## config.mk

```make
export PLATFORM = sky130hd
export DESIGN_NAME = abus_mem_target
export DESIGN_NICKNAME = d
export VERILOG_FILES = /design/src/rtl/abus_pkg.sv /design/src/rtl/abus_decode.sv /design/src/rtl/abus_store.sv /design/src/rtl/abus_hshake.sv /design/src/rtl/abus_mem_target.sv
export SDC_FILE = /design/constraint.sdc
export NUM_CORES = 2
export LEC_CHECK = 0
export ABC_AREA = 1
export BUFFER_PORTS_ARGS = -buffer_cell sky130_fd_sc_hd__buf_2
export CAP_MARGIN = 5
export CORE_AREA = 10 10 329 331
export CTS_BUF_LIST = sky130_fd_sc_hd__clkbuf_16
export DETAILED_ROUTE_END_ITERATION = 12
export DIE_AREA = 0 0 339 341
export GPL_TIMING_DRIVEN = 1
export PLACE_DENSITY = 0.69
export SLEW_MARGIN = 20
export SYNTH_ARGS = -nofsm -noshare
export SYNTH_HDL_FRONTEND = slang
export SYNTH_HIERARCHICAL = 1
export SYNTH_SLANG_ARGS = --single-unit
```

## constraint.sdc

```tcl
create_clock -name clk -period 2.77 [get_ports clk]
set_input_delay 0.554 -clock clk [delete_from_list [all_inputs] [get_ports clk]]
set_output_delay 0.554 -clock clk [all_outputs]
set_load 0.01 [all_outputs]
```

## src/rtl/abus_pkg.sv

```systemverilog
package abus_pkg;
  localparam int BYTE_W = 8;
  localparam int LANES  = 2;
  localparam int DATA_W = BYTE_W * LANES;

  typedef enum logic [1:0] {
    XF_READ      = 2'b00,
    XF_READ_HOLD = 2'b01,
    XF_WORD_WR   = 2'b10,
    XF_BYTE_WR   = 2'b11
  } xfer_e;

  typedef enum logic [1:0] {
    HS_IDLE = 2'd0,
    HS_WAIT = 2'd1,
    HS_ACK  = 2'd2
  } hs_state_e;

  // parity bit that makes a byte plus the bit hold an odd number of ones
  function automatic logic odd_par(input logic [BYTE_W-1:0] b);
    return ~^b;
  endfunction

  function automatic logic xfer_is_read(input logic [1:0] x);
    return ~x[1];
  endfunction

  // byte-lane enables for a write kind and address bit 0
  function automatic logic [LANES-1:0] lane_mask(input logic [1:0] x, input logic a0);
    if (x == XF_BYTE_WR) return a0 ? 2'b10 : 2'b01;
    return 2'b11;
  endfunction
endpackage

```

## src/rtl/abus_decode.sv

```systemverilog
module abus_decode #(
  parameter int ADDR_W = 18,
  parameter logic [ADDR_W-1:0] BASE = 18'h01000,
  parameter int WORDS = 64,
  localparam int IDX_W = $clog2(WORDS)
) (
  input  logic [ADDR_W-1:0] addr,
  output logic              hit,
  output logic [IDX_W-1:0]  idx
);
  localparam logic [ADDR_W:0] SPAN = (ADDR_W+1)'(2 * WORDS);

  logic [ADDR_W-1:0] offset;

  always_comb begin
    offset = addr - BASE;
    hit    = (addr >= BASE) && ({1'b0, offset} < SPAN);
    idx    = offset[IDX_W:1];
  end
endmodule

```

## src/rtl/abus_store.sv

```systemverilog
module abus_store
  import abus_pkg::*;
#(
  parameter int WORDS = 64,
  localparam int IDX_W = $clog2(WORDS)
) (
  input  logic              clk,
  input  logic              rst,
  input  logic [IDX_W-1:0]  rd_idx,
  output logic [DATA_W-1:0] rd_data,
  output logic [LANES-1:0]  rd_par,
  input  logic              wr_en,
  input  logic [IDX_W-1:0]  wr_idx,
  input  logic [LANES-1:0]  wr_lane,
  input  logic [DATA_W-1:0] wr_data
);
  for (genvar g = 0; g < LANES; g++) begin : g_lane
    logic [BYTE_W:0] cells [WORDS];
    logic [BYTE_W:0] old_cell;
    logic [BYTE_W-1:0] new_byte;

    assign new_byte = wr_data[g*BYTE_W +: BYTE_W];
    assign old_cell = cells[wr_idx];

    always_ff @(posedge clk) begin
      if (rst) begin
        for (int i = 0; i < WORDS; i++) cells[i] <= {1'b1, {BYTE_W{1'b0}}};
      end else if (wr_en && wr_lane[g]) begin
        cells[wr_idx] <= {odd_par(new_byte), new_byte};
      end
    end

    assign rd_data[g*BYTE_W +: BYTE_W] = cells[rd_idx][BYTE_W-1:0];
    assign rd_par[g] = cells[rd_idx][BYTE_W];

    assert_lane_parity_R9: assert property (@(posedge clk) disable iff (rst)
      (wr_en && wr_lane[g]) |=>
        (cells[$past(wr_idx)][BYTE_W] == ~^cells[$past(wr_idx)][BYTE_W-1:0]));

    assert_lane_kept_R8: assert property (@(posedge clk) disable iff (rst)
      (wr_en && !wr_lane[g]) |=> (cells[$past(wr_idx)] == $past(old_cell)));
  end
endmodule

```

## src/rtl/abus_hshake.sv

```systemverilog
module abus_hshake
  import abus_pkg::*;
#(
  parameter int WAIT_CYC = 3,
  localparam int CNT_W = $clog2(WAIT_CYC + 2)
) (
  input  logic clk,
  input  logic rst,
  input  logic mst_sync,
  input  logic hit,
  input  logic wr_q,
  output logic capture,
  output logic commit,
  output logic active,
  output logic slv_ack
);
  hs_state_e        state;
  logic [CNT_W-1:0] cnt;
  logic             wait_done;

  assign capture   = (state == HS_IDLE) && mst_sync && hit;
  assign wait_done = (state == HS_WAIT) && mst_sync && (cnt == '0);
  assign commit    = wait_done && wr_q;
  assign active    = (state != HS_IDLE);
  assign slv_ack   = (state == HS_ACK);

  always_ff @(posedge clk) begin
    if (rst) begin
      state <= HS_IDLE;
      cnt   <= '0;
    end else begin
      unique case (state)
        HS_IDLE: if (capture) begin
          state <= HS_WAIT;
          cnt   <= CNT_W'(WAIT_CYC);
        end
        HS_WAIT: begin
          if (!mst_sync)      state <= HS_IDLE;
          else if (wait_done) state <= HS_ACK;
          else                cnt   <= cnt - 1'b1;
        end
        HS_ACK: if (!mst_sync) state <= HS_IDLE;
        default: state <= HS_IDLE;
      endcase
    end
  end

  assert_cnt_bound_R3: assert property (@(posedge clk) disable iff (rst)
    cnt <= CNT_W'(WAIT_CYC));

  assert_ack_after_wait_R3: assert property (@(posedge clk) disable iff (rst)
    $rose(slv_ack) |-> ($past(state) == HS_WAIT) && $past(mst_sync));

  assert_ack_held_R4: assert property (@(posedge clk) disable iff (rst)
    (slv_ack && mst_sync) |=> slv_ack);

  assert_ack_release_R4: assert property (@(posedge clk) disable iff (rst)
    (slv_ack && !mst_sync) |=> !slv_ack);

  assert_abort_idle_R10: assert property (@(posedge clk) disable iff (rst)
    (state == HS_WAIT && !mst_sync) |=> !active && !slv_ack);
endmodule

```

## src/rtl/abus_mem_target.sv

```systemverilog
module abus_mem_target
  import abus_pkg::*;
#(
  parameter int ADDR_W = 18,
  parameter logic [ADDR_W-1:0] BASE = 18'h01000,
  parameter int WORDS = 64,
  parameter int WAIT_CYC = 3
) (
  input  logic              clk,
  input  logic              bus_init,
  input  logic              mst_sync,
  input  logic [ADDR_W-1:0] addr,
  input  logic [1:0]        xfer,
  input  logic [15:0]       wdata,
  output logic              slv_ack,
  output logic [15:0]       rdata,
  output logic              rdata_oe,
  output logic              par_lo,
  output logic              par_hi
);
  localparam int IDX_W = $clog2(WORDS);

  logic              hit, capture, commit, active;
  logic [IDX_W-1:0]  idx, idx_q;
  logic [1:0]        xfer_q;
  logic              a0_q;
  logic [DATA_W-1:0] wdata_q, mem_data, rd_q;
  logic [LANES-1:0]  mem_par, par_q;

  abus_decode #(.ADDR_W(ADDR_W), .BASE(BASE), .WORDS(WORDS)) u_dec (
    .addr(addr), .hit(hit), .idx(idx)
  );

  abus_hshake #(.WAIT_CYC(WAIT_CYC)) u_hs (
    .clk(clk), .rst(bus_init), .mst_sync(mst_sync), .hit(hit),
    .wr_q(xfer_q[1]), .capture(capture), .commit(commit),
    .active(active), .slv_ack(slv_ack)
  );

  abus_store #(.WORDS(WORDS)) u_mem (
    .clk(clk), .rst(bus_init),
    .rd_idx(idx), .rd_data(mem_data), .rd_par(mem_par),
    .wr_en(commit), .wr_idx(idx_q), .wr_lane(lane_mask(xfer_q, a0_q)),
    .wr_data(wdata_q)
  );

  always_ff @(posedge clk) begin
    if (bus_init) begin
      idx_q   <= '0;
      xfer_q  <= XF_READ;
      a0_q    <= 1'b0;
      wdata_q <= '0;
      rd_q    <= '0;
      par_q   <= '0;
    end else if (capture) begin
      idx_q   <= idx;
      xfer_q  <= xfer;
      a0_q    <= addr[0];
      wdata_q <= wdata;
      rd_q    <= mem_data;
      par_q   <= mem_par;
    end
  end

  assign rdata_oe = active && xfer_is_read(xfer_q);
  assign rdata    = rdata_oe ? rd_q : '0;
  assign par_lo   = rdata_oe & par_q[0];
  assign par_hi   = rdata_oe & par_q[1];

  assert_miss_no_capture_R2: assert property (@(posedge clk) disable iff (bus_init)
    (!active && !hit) |-> !capture);

  assert_release_together_R4: assert property (@(posedge clk) disable iff (bus_init)
    $fell(slv_ack) |-> !rdata_oe);

  assert_read_stable_R5: assert property (@(posedge clk) disable iff (bus_init)
    (rdata_oe && $past(rdata_oe)) |-> $stable(rdata) && $stable(par_lo) && $stable(par_hi));

  assert_write_no_drive_R7: assert property (@(posedge clk) disable iff (bus_init)
    commit |=> slv_ack && !rdata_oe);
endmodule

```

**Word-level counts from Yosys, hierarchy flattened**

Memory sizes are Yosys's and may differ from the RTL's. A register that Yosys moved wholly into a read port is not among the register bits.
Cells that the tools add are included.

- Output and inout port bits: 20
- Bits of input ports: 39
- Flip-flop bits (word level): 30
- RAM bits: 1152
- Memory bits (read-only): 0
- Word-level logic and storage cells: 70
- Bits in latches: 0
- Memories kept: 2

- Multipliers: 0
- Magnitude comparators: 2
- Reductions and logical operators: 19
- Shifts and indexed selects: 0
- Add/sub/neg operators: 2
- Divide/modulo/power cells: 0
- Bitwise gates (word level): 3
- Eq/ne operators: 8
- Multiplexer cells: 28

Memories:

| name | depth | width | read ports | clocked after Yosys merged registers in | wr ports | RTL line | text |
|---|---|---|---|---|---|---|---|
| u_mem.g_lane[0].cells | 64 | 9 | 1 | 1 | 64 | abus_store.sv:18 | `logic [BYTE_W:0] cells [WORDS];` |
| u_mem.g_lane[1].cells | 64 | 9 | 1 | 1 | 64 | abus_store.sv:18 |  |

Operators with widths:

| operator | count |
|---|---|
| greater-or-equal comparator 18 x 13 -> 1 bit (second input constant) | 1 |
| < comparator 18 x 8 -> 1 bit (second input constant) | 1 |
| two-way mux 9 bit | 2 |
| OR reduction 9 bit | 2 |
| subtractor 18 x 13 -> 18 bit (second input constant) | 1 |
| two-way mux 16 bit | 1 |
| XNOR reduction 8 bit | 2 |
| two-way mux 2 bit | 7 |
| two-way mux 6 bit | 2 |
| two-way mux 1 bit | 11 |
| logical AND 1 bit | 9 |
| two-way mux 3 bit | 3 |
| != test 2 bit (second input constant) | 4 |
| case mux 2 bit (3 select lines) | 1 |
| case mux 3 bit (2 select lines) | 1 |
| equality test 2 bit (second input constant) | 2 |
| AND reduction 4 bit | 1 |
| nonzero test 2 bit | 2 |
| logical NOT 3 bit | 1 |
| != test 3 x 2 -> 1 bit (second input constant) | 1 |
| AND reduction 3 bit | 1 |
| subtractor 3 x 1 -> 3 bit (second input constant) | 1 |
| AND 1 bit | 2 |
| equality test 2 x 1 -> 1 bit (second input constant) | 1 |
| other kinds (2) | 2 |

**Depth between registers and ports, before layout**

- Depth after elaboration: 10
- Mapped depth: 17
- Depth with buffers taken out: 13

**By module**

Netlist, hierarchy kept.

By module, submodules not included:

| module | cells an instance | times used | area an instance (um^2) |
|---|---|---|---|
| abus_store | 5625 | 1 | 52999.6 |
| abus_mem_target | 315 | 1 | 1948.1 |
| abus_hshake | 44 | 1 | 287.8 |
| abus_decode | 24 | 1 | 115.1 |

**Least setup slack after synthesis**

Ideal clock, no wire load.

- Path kind: flip-flop to flip-flop
- Start point: register u_hs.cnt[0]
- End point: memory u_mem/g_lane[1].cells[2][0] (netlist bit), enable pin
- Path slack: 545 ps
- Library setup time: 334 ps
- Clock period less this slack: 2225 ps
- Cell stages (with the launch flop): 11
- Arrival time: 1891 ps
- Path through: dfxtp_1 inv_1 ha_1 ha_1 nand3_1 nor2_1 nand3_1 clkbuf_1 nor2_1 inv_2 nand2_1

RTL lines:

| element | RTL line | text |
|---|---|---|
| start, declared | abus_hshake.sv:18 | `logic [CNT_W-1:0] cnt;` |
| start signal, assigned | abus_hshake.sv:35 | `cnt <= CNT_W'(WAIT_CYC);` |
| start signal, assigned | abus_hshake.sv:40 | `else cnt <= cnt - 1'b1;` |
| end, declared | abus_store.sv:18 |  |

==> results.md <==
- Vias in the first global route: 40500
- Pre-CTS setup slack: 0.0582 ns
- Drt total wl: 158000 um
- Largest net degree at the start of global routing: 107
- Buffers added on ports: 58
- Sw frac: 0.225
- Combinational power share: 0.066
- Root buf cell: clkbuf_16
- Io pins: 59
- Power, Total: 39.9 mW
- CP arrival: 3.03 ns
- Internal power: 30.9 mW
- Synth Net Count: 6049
- Clock skew: 0.0240 ns
- Width of the die: 339 um
- All-Layer GR Usage: 0.267
- Vias: 42800
- Post-synth top area share: 0.625
- Syn Std Cell Area: 0.0554 mm2
- Synth cell count leaders: nand2_1 (1872), nor2_1 (1260), edfxtp_1 (1152)
- Chip height: 341 um
- First-pass iteration count of the detailed router: 6
- Leakage: 22.3 nW
- Switching power: 8.96 mW
- Final period util: 0.953
- Final setup vio count: 0
- Clk pwr share: 0.413
- WHS: 0.0959 ns
- Count leader, synth: nand2_1
- Max cap viols: 0
- Clk sinks: 1200
- RSZ-0062 raised after global routing: false
- Syn Area/Cell: 9.21 um2
- #FFs+latches synth: 1200
- Reg clk slew, reported paths: 0.06 ns
- Data required time at the worst endpoint: 3.17 ns
- Row Count: 117
- DR vias/cell: 5.74
- Final-report hold violation count: 0
- Area Overhead vs Synth: 12.1%
- Crit-path max FO: 14
- Worst-Skew Late Latency: 0.74 ns
- Cell Pwr Density: 642 mW/mm2
- Hold Path Class: input pin to register
- Cts bufs inserted: 130
- Async SR Flop Fraction: 0
- Share of cells above drive strength 1: 0.108
- Setup TNS: 0 ns
- WL per Instance: 21.2 um
- TritonCTS clock tree: yes
- Worst setup SP type: register
- Deepest clock path buffer count: 3
- Global-route wire length before repair: 238000 um
- Synth Instances: 6008
- Nets@finish: 6044
- Max frequency: 0.379 GHz
- Yosys cell types: 26
- Status: finished clean
- Sequential fraction of the synthesis area: 0.642
- Hold_buf cts: 0
- Worst vdd ir: 0.000610 V
- Drt drc: 0
- Starting Density: 0.546
- Placer Congestion: 0.913
- Slew Viols, Final: 0
- H-tree depth: 4
- R2R Setup Slk: 0.13 ns
- Synth Warn #: 6
- Total congestion overflow: 0
- Fillcell total: 8401
- Postcts setup bufs: 0
- Reg power frac: 0.521
- CP endpoint kind: register
- Core Area: 0.101 mm2
- Crit Path Class: register to register
- Synth Flop Type: edfxtp_1
- Main area contributors after synthesis: edfxtp_1 (62%), nand2_1 (13%), nand3_1 (8.8%)
- Slew @ Worst Pin: 1.01 ns
- Post-DRT Antenna Nets: 0
- Die area: 0.116 mm2
- Setup ws final: 0.132 ns
- Final period demand of the worst path: 2.64 ns
- Area leader, netlist: edfxtp_1
- Initial antenna violation count: 3
- Number of enable flip-flop cells after synthesis: 1152
- Hpwl dp: 98300 um
- Drt initial violations: 5174
- Slew HR: 0.328
## layout make-up
| cell class | instances | area [um2] | area share |
|---|---|---|---|
| clock buffer | 139 | 3480 | 0.0560 |
| sequential | 1200 | 35600 | 0.573 |
| timing repair buffer | 264 | 2580 | 0.0416 |
| inverter | 247 | 958 | 0.0154 |
| clock inverter | 82 | 532 | 0.00857 |
| multi-input combinational | 4160 | 17200 | 0.278 |
| antenna | 1 | 2.50 | 0.0000403 |
| tap | 1368 | 1710 | 0.0276 |
## placed cells by master (no fill, tap or decap), types with 3 or more instances in the layout
cell type,count
inv_2,152
clkinv_2,17
nor2_1,1260
inv_1,113
clkbuf_16,139
buf_12,58
dfxtp_1,48
nand2_1,1836
nor2_2,3
xnor2_1,10
bufinv_16,7
clkinv_1,32
nor3_2,23
nand2_2,39
buf_2,55
buf_4,149
inv_6,4
edfxtp_1,1152
nand3_1,975
## path summary, 6_finish.rpt
kind	cells past startpoint	endpoint	from
hold reg to reg	2	u_hs/cnt[1]$_SDFFE_PP0P_	u_hs/cnt[1]$_SDFFE_PP0P_
setup reg to reg	10	u_mem/g_lane[0].cells[2][7]$_SDFFCE_PN0P_	u_hs/cnt[0]$_SDFFE_PP0P_
hold / removal	2	u_hs/state[0]$_SDFFE_PP0P_	bus_init
setup / recovery	10	u_mem/g_lane[0].cells[2][7]$_SDFFCE_PN0P_	u_hs/cnt[0]$_SDFFE_PP0P_
## per-layer routing
layer	part of all wire	global-route usage
met1	0.39	0.357
met2	0.47	0.429
met3	0.095	0.0427
met4	0.041	0.116
met5	0.00013	0
## logic make-up (layout without fill, tap and decap cells)
logic type / after synthesis / in the layout / share of synthesized area
and+or+nand+nor: 4141 / 4141 / 0.306
DFF: 1200 / 1200 / 0.642
buffers and inverters: 648 / 732 / 0.0484
xor gates and xnor gates: 14 / 14 / 0.00249
AOI/OAI and AO/OA: 3 / 3 / 0.000271
adders and majority gates: 2 / 2 / 0.000452
other: 0 / 1 / 0
## power by group through the flow
stage	clock network, mW	registers [mW]	logic [mW]
2_1_floorplan	0	21.1	1.72
3_5_place_dp	0	21.1	2.59
4_1_cts	16.6	20.8	2.60
3_3_place_gp	0	21.1	2.56
5_1_grt	17.4	20.8	2.88
6_report	16.5	20.8	2.65
## state kept, by name, summed over array words and instances, names as in the netlist
signal	count
a0_q	1
idx_q	6
par_q	2
rd_q	16
u_hs/cnt	3
u_hs/state	2
u_mem/g_lane.cells	1152
wdata_q	16
xfer_q	2
## critical path, stage by stage, from the launching register on
cell	delay (ns)
dfxtp_1	0.31
inv_1	0.08
ha_1	0.16
ha_1	0.18
nand3_1	0.13
nor2_1	0.27
nand3_4	0.20
buf_4	0.25
nor2_1	0.21
inv_2	0.14
nand2_1	0.36
## through the flow
step,utilization,area (um2),std cells
after global placement,0.571,58000,7239
after detailed placement,0.571,58000,7239
after CTS,0.611,62000,7460
after floorplan,-,55400,6008
after global routing,0.612,62100,7460
final,0.612,62100,7461
## what timing repair did
action | CTS | global route
endpoints found under the hold margin | 0 | 0
endpoints found under the setup margin | 0 | 306
resized for setup | 0 | 36
Power figures use the tool's default switching activity.
